<file path="src/rtl/dir_cache_ctrl.sv">
module dir_cache_ctrl #(
  parameter int AW      = 16,
  parameter int DW      = 32,
  parameter int IDW     = 4,
  parameter int NODE_ID = 3
) (
  input  logic           clk,
  input  logic           rst_n,
  input  logic           cpu_valid,
  input  logic           cpu_write,
  input  logic [AW-1:0]  cpu_addr,
  input  logic [DW-1:0]  cpu_wdata,
  output logic           cpu_ready,
  output logic [DW-1:0]  cpu_rdata,
  output logic           out_valid,
  input  logic           out_ready,
  output logic [2:0]     out_type,
  output logic [IDW-1:0] out_node,
  output logic [AW-1:0]  out_addr,
  output logic [DW-1:0]  out_data,
  input  logic           in_valid,
  output logic           in_ready,
  input  logic [2:0]     in_type,
  input  logic [AW-1:0]  in_addr,
  input  logic [DW-1:0]  in_data,
  output logic [1:0]     line_state
);

  localparam logic [2:0] T_RMISS = 3'd0;
  localparam logic [2:0] T_WMISS = 3'd1;
  localparam logic [2:0] T_WB    = 3'd2;
  localparam logic [2:0] T_INV   = 3'd3;
  localparam logic [2:0] T_FETCH = 3'd4;
  localparam logic [2:0] T_FINV  = 3'd5;
  localparam logic [2:0] T_REPLY = 3'd6;

  localparam logic [1:0] L_INV = 2'd0;
  localparam logic [1:0] L_SHD = 2'd1;
  localparam logic [1:0] L_EXC = 2'd2;

  typedef enum logic [2:0] {P_IDLE, P_WB, P_MISS, P_WAIT, P_RWB} phase_t;

  phase_t          phase;
  logic [1:0]      lst;
  logic [AW-1:0]   tag;
  logic [DW-1:0]   word;
  logic            o_vld;
  logic [2:0]      o_type;
  logic [AW-1:0]   o_addr;
  logic [DW-1:0]   o_data;

  logic tag_hit, rd_hit, wr_hit, hit, idle, reply, own_msg, owner_req;
  logic [2:0] miss_t;

  assign tag_hit   = (lst != L_INV) && (tag == cpu_addr);
  assign rd_hit    = !cpu_write && tag_hit;
  assign wr_hit    = cpu_write && tag_hit && (lst == L_EXC);
  assign hit       = rd_hit || wr_hit;
  assign idle      = (phase == P_IDLE);
  assign reply     = (phase == P_WAIT) && in_valid && (in_type == T_REPLY);
  assign own_msg   = in_valid && (in_addr == tag);
  assign owner_req = own_msg && (lst == L_EXC) && (in_type == T_FETCH || in_type == T_FINV);
  assign miss_t    = cpu_write ? T_WMISS : T_RMISS;

  assign in_ready   = idle || (phase == P_WAIT);
  assign cpu_ready  = (idle && !in_valid && cpu_valid && hit) || reply;
  assign cpu_rdata  = reply ? in_data : word;
  assign out_valid  = o_vld;
  assign out_type   = o_type;
  assign out_node   = IDW'(NODE_ID);
  assign out_addr   = o_addr;
  assign out_data   = o_data;
  assign line_state = lst;

  always_ff @(posedge clk) begin
    if (!rst_n) begin
      phase  <= P_IDLE;
      lst    <= L_INV;
      tag    <= '0;
      word   <= '0;
      o_vld  <= 1'b0;
      o_type <= T_RMISS;
      o_addr <= '0;
      o_data <= '0;
    end else begin
      case (phase)
        P_IDLE: begin
          if (in_valid) begin
            if (own_msg && in_type == T_INV && lst == L_SHD)
              lst <= L_INV;
            if (owner_req) begin
              lst    <= (in_type == T_FETCH) ? L_SHD : L_INV;
              o_vld  <= 1'b1;
              o_type <= T_WB;
              o_addr <= tag;
              o_data <= word;
              phase  <= P_RWB;
            end
          end else if (cpu_valid) begin
            if (wr_hit) begin
              word <= cpu_wdata;
            end else if (!rd_hit) begin
              o_vld <= 1'b1;
              if (lst == L_EXC) begin
                o_type <= T_WB;
                o_addr <= tag;
                o_data <= word;
                lst    <= L_INV;
                phase  <= P_WB;
              end else begin
                o_type <= miss_t;
                o_addr <= cpu_addr;
                o_data <= '0;
                phase  <= P_MISS;
              end
            end
          end
        end
        P_WB: begin
          if (out_ready) begin
            o_type <= miss_t;
            o_addr <= cpu_addr;
            o_data <= '0;
            phase  <= P_MISS;
          end
        end
        P_MISS: begin
          if (out_ready) begin
            o_vld <= 1'b0;
            phase <= P_WAIT;
          end
        end
        P_RWB: begin
          if (out_ready) begin
            o_vld <= 1'b0;
            phase <= P_IDLE;
          end
        end
        P_WAIT: begin
          if (reply) begin
            lst   <= cpu_write ? L_EXC : L_SHD;
            tag   <= cpu_addr;
            word  <= cpu_write ? cpu_wdata : in_data;
            phase <= P_IDLE;
          end else if (own_msg && in_type == T_INV && lst == L_SHD) begin
            lst <= L_INV;
          end
        end
        default: phase <= P_IDLE;
      endcase
    end
  end

  AST_OUT_HOLD: assert property (@(posedge clk) disable iff (!rst_n)
    out_valid && !out_ready |=> out_valid && $stable(out_type) && $stable(out_addr) && $stable(out_data));
  AST_READY_NEEDS_REQ: assert property (@(posedge clk) disable iff (!rst_n)
    cpu_ready |-> cpu_valid);
  AST_HIT_SILENT: assert property (@(posedge clk) disable iff (!rst_n)
    cpu_ready && idle |=> !out_valid);
  AST_HOME_FIRST: assert property (@(posedge clk) disable iff (!rst_n)
    in_valid && idle |-> !cpu_ready);
  AST_EXC_VIA_REPLY: assert property (@(posedge clk) disable iff (!rst_n)
    lst == L_EXC && $past(lst) != L_EXC |-> $past(reply));
  AST_WB_FROM_OWNER: assert property (@(posedge clk) disable iff (!rst_n)
    $rose(o_vld) && o_type == T_WB |-> $past(lst) == L_EXC);
  AST_INV_DROPS: assert property (@(posedge clk) disable iff (!rst_n)
    in_valid && in_ready && in_type == T_INV && lst == L_SHD && in_addr == tag |=> lst == L_INV);

endmodule

</file>
<file path="config.mk">
export PLATFORM = sky130hd
export DESIGN_NAME = dir_cache_ctrl
export DESIGN_NICKNAME = d
export VERILOG_FILES = /design/src/rtl/dir_cache_ctrl.sv
export SDC_FILE = /design/constraint.sdc
export NUM_CORES = 1
export LEC_CHECK = 0
export BUFFER_PORTS_ARGS = -buffer_cell sky130_fd_sc_hd__buf_2
export CORE_MARGIN = 8
export CORE_UTILIZATION = 51
export DETAILED_ROUTE_END_ITERATION = 7
export PLACE_DENSITY_LB_ADDON = 0.25
export SLEW_MARGIN = 20
export SYNTH_ARGS = -nofsm -noshare
export SYNTH_HDL_FRONTEND = slang
export SYNTH_SLANG_ARGS = --single-unit
</file>
<file path="constraint.sdc">
create_clock -name clk -period 3 [get_ports clk]
set_clock_uncertainty 0.15 [all_clocks]
set_input_delay 0.3 -clock clk [delete_from_list [all_inputs] [get_ports clk]]
set_output_delay 0.3 -clock clk [all_outputs]
set_load 0.02 [all_outputs]
</file>
==> impl_results.md, run 1 <==
- Required @ worst endpoint: between 2 and 3 ns
- Number of gates resized after CTS: 0
- Final-report hold violation count: 0
- WHS: around 0.075 ns
- Share of cells above drive strength 1: 0.311
- HP Class: in -> reg
- Drt drc: 0
- Layout area overhead: 22.7%
- N_diodes: 0
- Sequential-to-total area share from yosys stat: 0.358
- CP startpoint kind: flip-flop
- Vias in the first global route: around 5,400
- Max_cap viols: 0
- Mapped Area: approximately 5800 sq um
- DRT Pass-1 Iters: 5
- Crit Path Class: reg -> out
- DR iter-0 viols: around 400
- Final setup viols: 0
- Yosys warnings: 0
- Synth Instances: 730
- Min cycle time layout: approximately 2.7 ns
- Pwr dens: a little over 700 nW/um^2
- Die X: approximately 120 microns
- I/O pin count: about 200
- DP Cell Count: approximately 1,000
- Num rows: 39
- Final Net Count: about 1,000
- DR vias/cell: 5.35
- Crit path DAT: roughly 2.3 ns
- Worst IR drop on VDD: 438 uV
- Clock buffer depth: 2
- Antenna viol nets, final: 0
- Clock Latency Late Sink: 0.34 ns
- CTS tree: done
- Post-DP HPWL: 12,700 microns
- Initial antenna violation count: 1
- FF+latch count, synth: roughly 100
- Vias post-DR: between 5,000 and 6,000
- PortBufs: roughly 190
- GPL Wtd Cong: 0.884
- Pins Over Slew Limit: 0
- CP max FO: 34
- Core Area: between 10,000 and 15,000 sq um
- CP Capture Type: primary output
- Pin count of the biggest net entering global routing: roughly 80
- RSZ-0062 raised after global routing: no
- Slew @ Worst Pin: 0.858 ns
- Yosys cell types: 50
- Number of enable flip-flop cells after synthesis: 0
- Lkg Pwr: between 3 and 4 nW
- Fin cells: 1,039
- Die Y: 123 microns
- Final worst path period share: 0.913
- Hold_buf cts: 0
- Setup_tns: 0 ns
- Initial Util: 0.516
- Fmax: 0.365 GHz
- Slew margin rel.: 0.428
- # Post-CTS Setup Buffers: 0
- Die area: around 15,000 sq um
- Clock sink count: 104
- Grt ovf: 0
- GRT Util Overall: 0.215
- First-pass GRT wire length: about 26,000 microns
- Total Routed Length: 17,100 microns
- WL/cell: 16.4 microns
- Syn_area_per_cell: roughly 8 sq um
- TritonCTS Buffers: 9
- Post-synthesis async set-or-reset flop share: 0
- Prevailing post-synth register cell: dfxtp_1
- Worst-path clk slew: 0.07 ns
- CTS H-Tree Depth: 3
- Status: finished clean
- Root Driver: clkbuf_16
[worst max-delay path: stages (launching register included)]
cell and delay [ns]:
dfxtp_1 0.55, nand3b_1 0.16, buf_4 0.17, or2_2 0.63
nand2_1 0.16, nand2_1 0.10, buf_2 0.16
[kinds of logic after synthesis]
| kind of cell | count (synthesis) | share of synthesized area |
|---|---|---|
| AO/OA/AOI/OAI | 83 | 0.0995 |
| flip-flops | 104 | 0.358 |
| buffers and inverters | 82 | 0.0628 |
| AND/OR/NAND/NOR | 315 | 0.227 |
| other | 2 | 0.00129 |
| XOR/XNOR | 30 | 0.0451 |
| multiplexers | 114 | 0.206 |
[metal layers]
layer / GRT usage / vias up / wire, microns
met5: 0 / - / 10
li1: - / 2779 / -
met1: 0.266 / 2577 / 7370
met2: 0.368 / 179 / 8140
met3: 0.0419 / 25 / 1260
met4: 0.0708 / 2 / 272
[worst paths after layout]
path                                 start                         to  slack (ns)  cells after the start
setup / recovery     phase[2]$_SDFFE_PN0P_              cpu_rdata[20]        0.26                      6
hold / removal                 cpu_addr[9]        tag[9]$_SDFFE_PN0P_        0.07                      3
setup reg to reg       tag[7]$_SDFFE_PN0P_  out_addr[11]$_SDFFE_PN0P_        0.44                      6
hold reg to reg   out_addr[5]$_SDFFE_PN0P_   out_addr[5]$_SDFFE_PN0P_        0.31                      2
[sequential cells by signal (all words and copies together) (netlist names)]
| name | count |
|---|---|
| out_type | 2 |
| phase | 3 |
| out_data | 32 |
| out_addr | 16 |
| word | 32 |
| line_state | 2 |
| tag | 16 |
| out_valid | 1 |
[where the power goes]
| part | internal [mW] | leakage, nW | switching (mW) |
|---|---|---|---|
| sequential | 1.60 | 0.845 | 0.178 |
| combinational | 0.862 | 2.16 | 1.30 |
| clock | 0.620 | 0.141 | 0.533 |
[final cells by class]
type	instances	area, sq um
Fill cell	1034	4130
Multi-Input combinational cell	547	3410
Sequential cell	104	2080
Timing Repair Buffer	207	1090
Clock buffer	12	256
Tap cell	143	179
Inverter	22	82.6
Clock inverter	4	36.3
[metrics by stage]
stage / power, mW / setup WS [ns] / utilization / cell area [sq um]
4_1_cts: 5.12 / 0.227 / 0.633 / 7140
5_1_grt: 5.37 / 0.0378 / 0.633 / 7140
3_5_place_dp: 3.97 / 0.413 / 0.608 / 6850
6_report: 5.10 / 0.260 / 0.633 / 7140
2_1_floorplan: 3.39 / 0.764 / - / 5830
3_3_place_gp: 3.91 / 0.515 / 0.608 / 6850
[cells in the mapped netlist (6+ instances only)]
cell | number | area [sq um]
buf_2 | 7 | 35.0
mux2_2 | 48 | 541
nor3_1 | 6 | 30.0
nand3_1 | 37 | 185
nand2_1 | 239 | 897
nand4_1 | 6 | 37.5
mux2i_1 | 66 | 661
clkbuf_1 | 41 | 154
a211oi_1 | 33 | 248
a21oi_1 | 23 | 115
inv_1 | 21 | 78.8
dfxtp_1 | 104 | 2080
o21ai_0 | 7 | 35.0
nor2_1 | 10 | 37.5
xnor2_1 | 28 | 245
[placed cells by master, fill, tap and decap left out, types with 2 or more instances in the layout]
master,instances
conb_1,5
nand2_1,239
nor3_1,6
nor4_1,2
dfxtp_1,104
xor2_1,2
or3_1,2
buf_4,16
nor2_4,2
nand3b_1,3
nand3_1,37
a21oi_1,22
xnor2_1,28
mux2_2,48
clkbuf_8,2
a211oi_1,33
nor2b_1,3
inv_1,21
mux2i_1,66
o21ai_0,7
a21oi_4,2
nand4_1,6
clkbuf_16,9
buf_2,190
a21o_1,2
o21a_1,2
nor2_1,8
Power figures use the tool's default switching activity.
==> inputs of run 2 (changes only) <==
--- a/config.mk
+++ b/config.mk
@@ -7,9 +7,10 @@
 export LEC_CHECK = 0
 export BUFFER_PORTS_ARGS = -buffer_cell sky130_fd_sc_hd__buf_2
 export CORE_MARGIN = 8
-export CORE_UTILIZATION = 51
+export CORE_UTILIZATION = 55
 export DETAILED_ROUTE_END_ITERATION = 7
 export PLACE_DENSITY_LB_ADDON = 0.25
+export RECOVER_POWER = 50
 export SLEW_MARGIN = 20
 export SYNTH_ARGS = -nofsm -noshare
 export SYNTH_HDL_FRONTEND = slang
==> constraint.sdc (replaced) <==
create_clock -name clk -period 3.2 [get_ports clk]
set_clock_uncertainty 0.15 [all_clocks]
set_input_delay 0.32 -clock clk [delete_from_list [all_inputs] [get_ports clk]]
set_output_delay 0.32 -clock clk [all_outputs]
set_load 0.02 [all_outputs]
==> run 2 against run 1 <==
Net effect: clock power down 26%; non-clock buffer count down 4; via count up 1.9%; first-iteration DRC count up 12%; sequential share of layout area up 0.88 points; critical path type unchanged; highest routed layer unchanged; cell count down 1.1%; global-route usage up 1.4 points; sequential power down 6%.
==> impl_results.md, run 2 (synthesized netlist as in run 1, its figures left out) <==
- Core Area: 10,300 sq um (was 11,300 sq um)
- CP Depth: 4 (was 6)
- Final Net Count: 992 (was 996)
- Die area: 14,100 sq um (was 15,100 sq um)
- Hold_buf cts: 0 (unchanged)
- Share of cells above drive strength 1: 0.246 (was 0.311)
- N_diodes: 0 (unchanged)
- Num rows: 37 (was 39)
- Most used cells in the layout excluding fill and tap cells: nand2_1, buf_2, dfxtp_1 (unchanged)
- Clock Latency Late Sink: 0.36 ns (was 0.34 ns)
- Crit path DAT: 2.49 ns (was 2.29 ns)
- Vias in the first global route: 5,593 (was 5,397)
- Worst-path clk slew: 0.10 ns (was 0.07 ns)
- Clock sink count: 104 (unchanged)
- R2r startpoint: tag[11]$_SDFFE_PN0P_ (was tag[7]$_SDFFE_PN0P_)
- Min cycle time layout: between 2 and 3 ns
- Max_cap viols: 0 (unchanged)
- First-pass GRT wire length: 27,200 microns (was 26,300 microns)
- GRT Util Overall: 0.230 (was 0.215)
- Fill count: 900 (was 1,034)
- Fmax: between 0.3 and 0.4 GHz
- Pin count of the biggest net entering global routing: 90 (was 78)
- TritonCTS Buffers: 9 (unchanged)
- Slew margin rel.: 0.292 (was 0.428)
- PortBufs: 191 (unchanged)
- Lkg Pwr: 2.86 nW (was 3.15 nW)
- FF-to-FF setup slack: 0.35 ns (was 0.44 ns)
- Final worst path period share: 0.926
- Top Family by Delay on Critical Path: simple AND/OR/NAND/NOR gates (unchanged)
- Buffers & Inverters on Critical Path: 1 (was 2)
- # Post-CTS Setup Buffers: 0 (unchanged)
- CP Cell Sequence: nand3b_1, or2_2, o21ai_0, buf_2 (was nand3b_1, buf_4, or2_2, nand2_1, nand2_1, buf_2)
- Layout area overhead: 19.0% (was 22.7%)
- WL/cell: 16.4 microns (about the same)
- R2R cell count: 7 (was 6)
- Initial Util: 0.564 (was 0.516)
- Die Y: 119 microns (was 123 microns)
- CP startpoint: phase[2]$_SDFFE_PN0P_ (unchanged)
- Grt ovf: 0 (unchanged)
- Required @ worst endpoint: 2.73 ns (was 2.55 ns)
- DRT Pass-1 Iters: 5 (unchanged)
- Root Driver: clkbuf_8 (was clkbuf_16)
- Vias post-DR: 5,669 (was 5,562)
- Worst IR drop on VDD: 684 uV (was 438 uV)
- Crit path to: cpu_ready (was cpu_rdata[20])
- Antenna viol nets, final: 0 (unchanged)
- Slew @ Worst Pin: 1.06 ns (was 0.858 ns)
- CP max-delay cell: or2_2 (unchanged)
- Status: finished clean (unchanged)
- CP Capture Type: primary output (unchanged)
- DR iter-0 viols: 444 (was 398)
- Pins Over Slew Limit: 0 (unchanged)
- Max stage delay on crit path: 0.68 ns (was 0.63 ns)
- Setup_tns: 0 ns (unchanged)
- Place WS: 0.426 ns (was 0.413 ns)
- Post-DP HPWL: 12,500 microns (was 12,700 microns)
- Reg2reg end: word[27]$_SDFFE_PN0P_ (was out_addr[11]$_SDFFE_PN0P_)
- Drt drc: 0 (unchanged)
- I/O pin count: 197 (unchanged)
- Total Routed Length: 16,900 microns (was 17,100 microns)
- Number of gates resized after CTS: 0 (unchanged)
- Storage element area: 2080 sq um (unchanged)
- CTS tree: done (unchanged)
- HP Class: in -> reg (unchanged)
- Crit Path Class: reg -> out (unchanged)
- DR vias/cell: 5.51 (was 5.35)
- RSZ-0062 raised after global routing: no (unchanged)
- Final-report hold violation count: 0 (unchanged)
- Commonest non-fill, non-tap cell in the layout: nand2_1 (unchanged)
- CP max FO: 34 (unchanged)
- Final setup viols: 0 (unchanged)
- Clock buffer depth: 2 (unchanged)
- CTS H-Tree Depth: 3 (unchanged)
- Area of the multi-input gates: 3400 sq um (was 3410 sq um)
- Initial antenna violation count: 1 (unchanged)
- GPL Wtd Cong: 0.932 (was 0.884)
- Setup ws final: 0.236 ns (was 0.260 ns)
- Pwr dens: 649 nW/um^2 (was 714 nW/um^2)
- CP startpoint kind: flip-flop (unchanged)
- Die X: 119 microns (was 123 microns)
[run 2: changes by cell type in the layout (fill, tap and decap cells not counted), sizes merged]
cell      previous run  this run
clkinvlp             1         0
bufinv               0         1
buf                207       147
clkinv               2         3
clkbuf              12        67
[run 2: area by class of cell]
class / count / share of cell area
Tap cell: 136 / 0.0246
Multi-Input combinational cell: 547 / 0.491
Timing Repair Buffer: 203 / 0.143
Clock buffer: 11 / 0.0204
Clock inverter: 5 / 0.00921
Sequential cell: 104 / 0.300
Inverter: 22 / 0.0119
[run 2: worst min-delay path by stage]
stage / startpoint / endpoint / slack (ns) / depth (start not counted)
2_1_floorplan: word[0]$_SDFFE_PN0P_ / word[0]$_SDFFE_PN0P_ / 0.30 / 2
3_3_place_gp: out_data[3]$_SDFFE_PN0P_ / out_data[3]$_SDFFE_PN0P_ / 0.29 / 2
3_5_place_dp: out_data[27]$_SDFFE_PN0P_ / out_data[27]$_SDFFE_PN0P_ / 0.30 / 2
4_1_cts: cpu_addr[0] / tag[0]$_SDFFE_PN0P_ / 0.06 / 3
5_1_grt: cpu_addr[9] / tag[9]$_SDFFE_PN0P_ / 0.07 / 3
6_report: cpu_addr[2] / tag[2]$_SDFFE_PN0P_ / 0.07 / 3
[run 2: worst reg2reg max path: stages, from the launching register on]
cell      delay, ns
dfxtp_1        0.37
xnor2_1        0.26
nand3_1        0.11
nor3_1         0.46
nand4_1        0.23
a21oi_4        0.39
clkbuf_4       0.55
mux2i_1        0.28
[run 2: layer usage]
metal | routed length [microns] | global-route usage | vias to the layer above
met5 | 10 | 0 | -
met4 | 319 | 0.0791 | 2
li1 | - | - | 2774
met2 | 8440 | 0.412 | 242
met3 | 1190 | 0.0572 | 30
met1 | 6900 | 0.260 | 2621
[run 2: through the flow]
stage | total power, mW | utilization | cell area, sq um | cells | hold slack (ns)
2_1_floorplan | 3.18 | - | 5830 | 733 | 0.298
3_3_place_gp | 3.66 | 0.660 | 6820 | 1012 | 0.289
3_5_place_dp | 3.71 | 0.660 | 6820 | 1012 | 0.298
4_1_cts | 4.56 | 0.680 | 7020 | 1028 | 0.0577
5_1_grt | 4.75 | 0.671 | 6930 | 1028 | 0.0676
6_report | 4.50 | 0.671 | 6930 | 1028 | 0.0712
[run 2: power breakdown]
part / internal (mW) / switching, mW
combinational: 0.761 / 1.21
sequential: 1.50 / 0.173
clock: 0.393 / 0.461
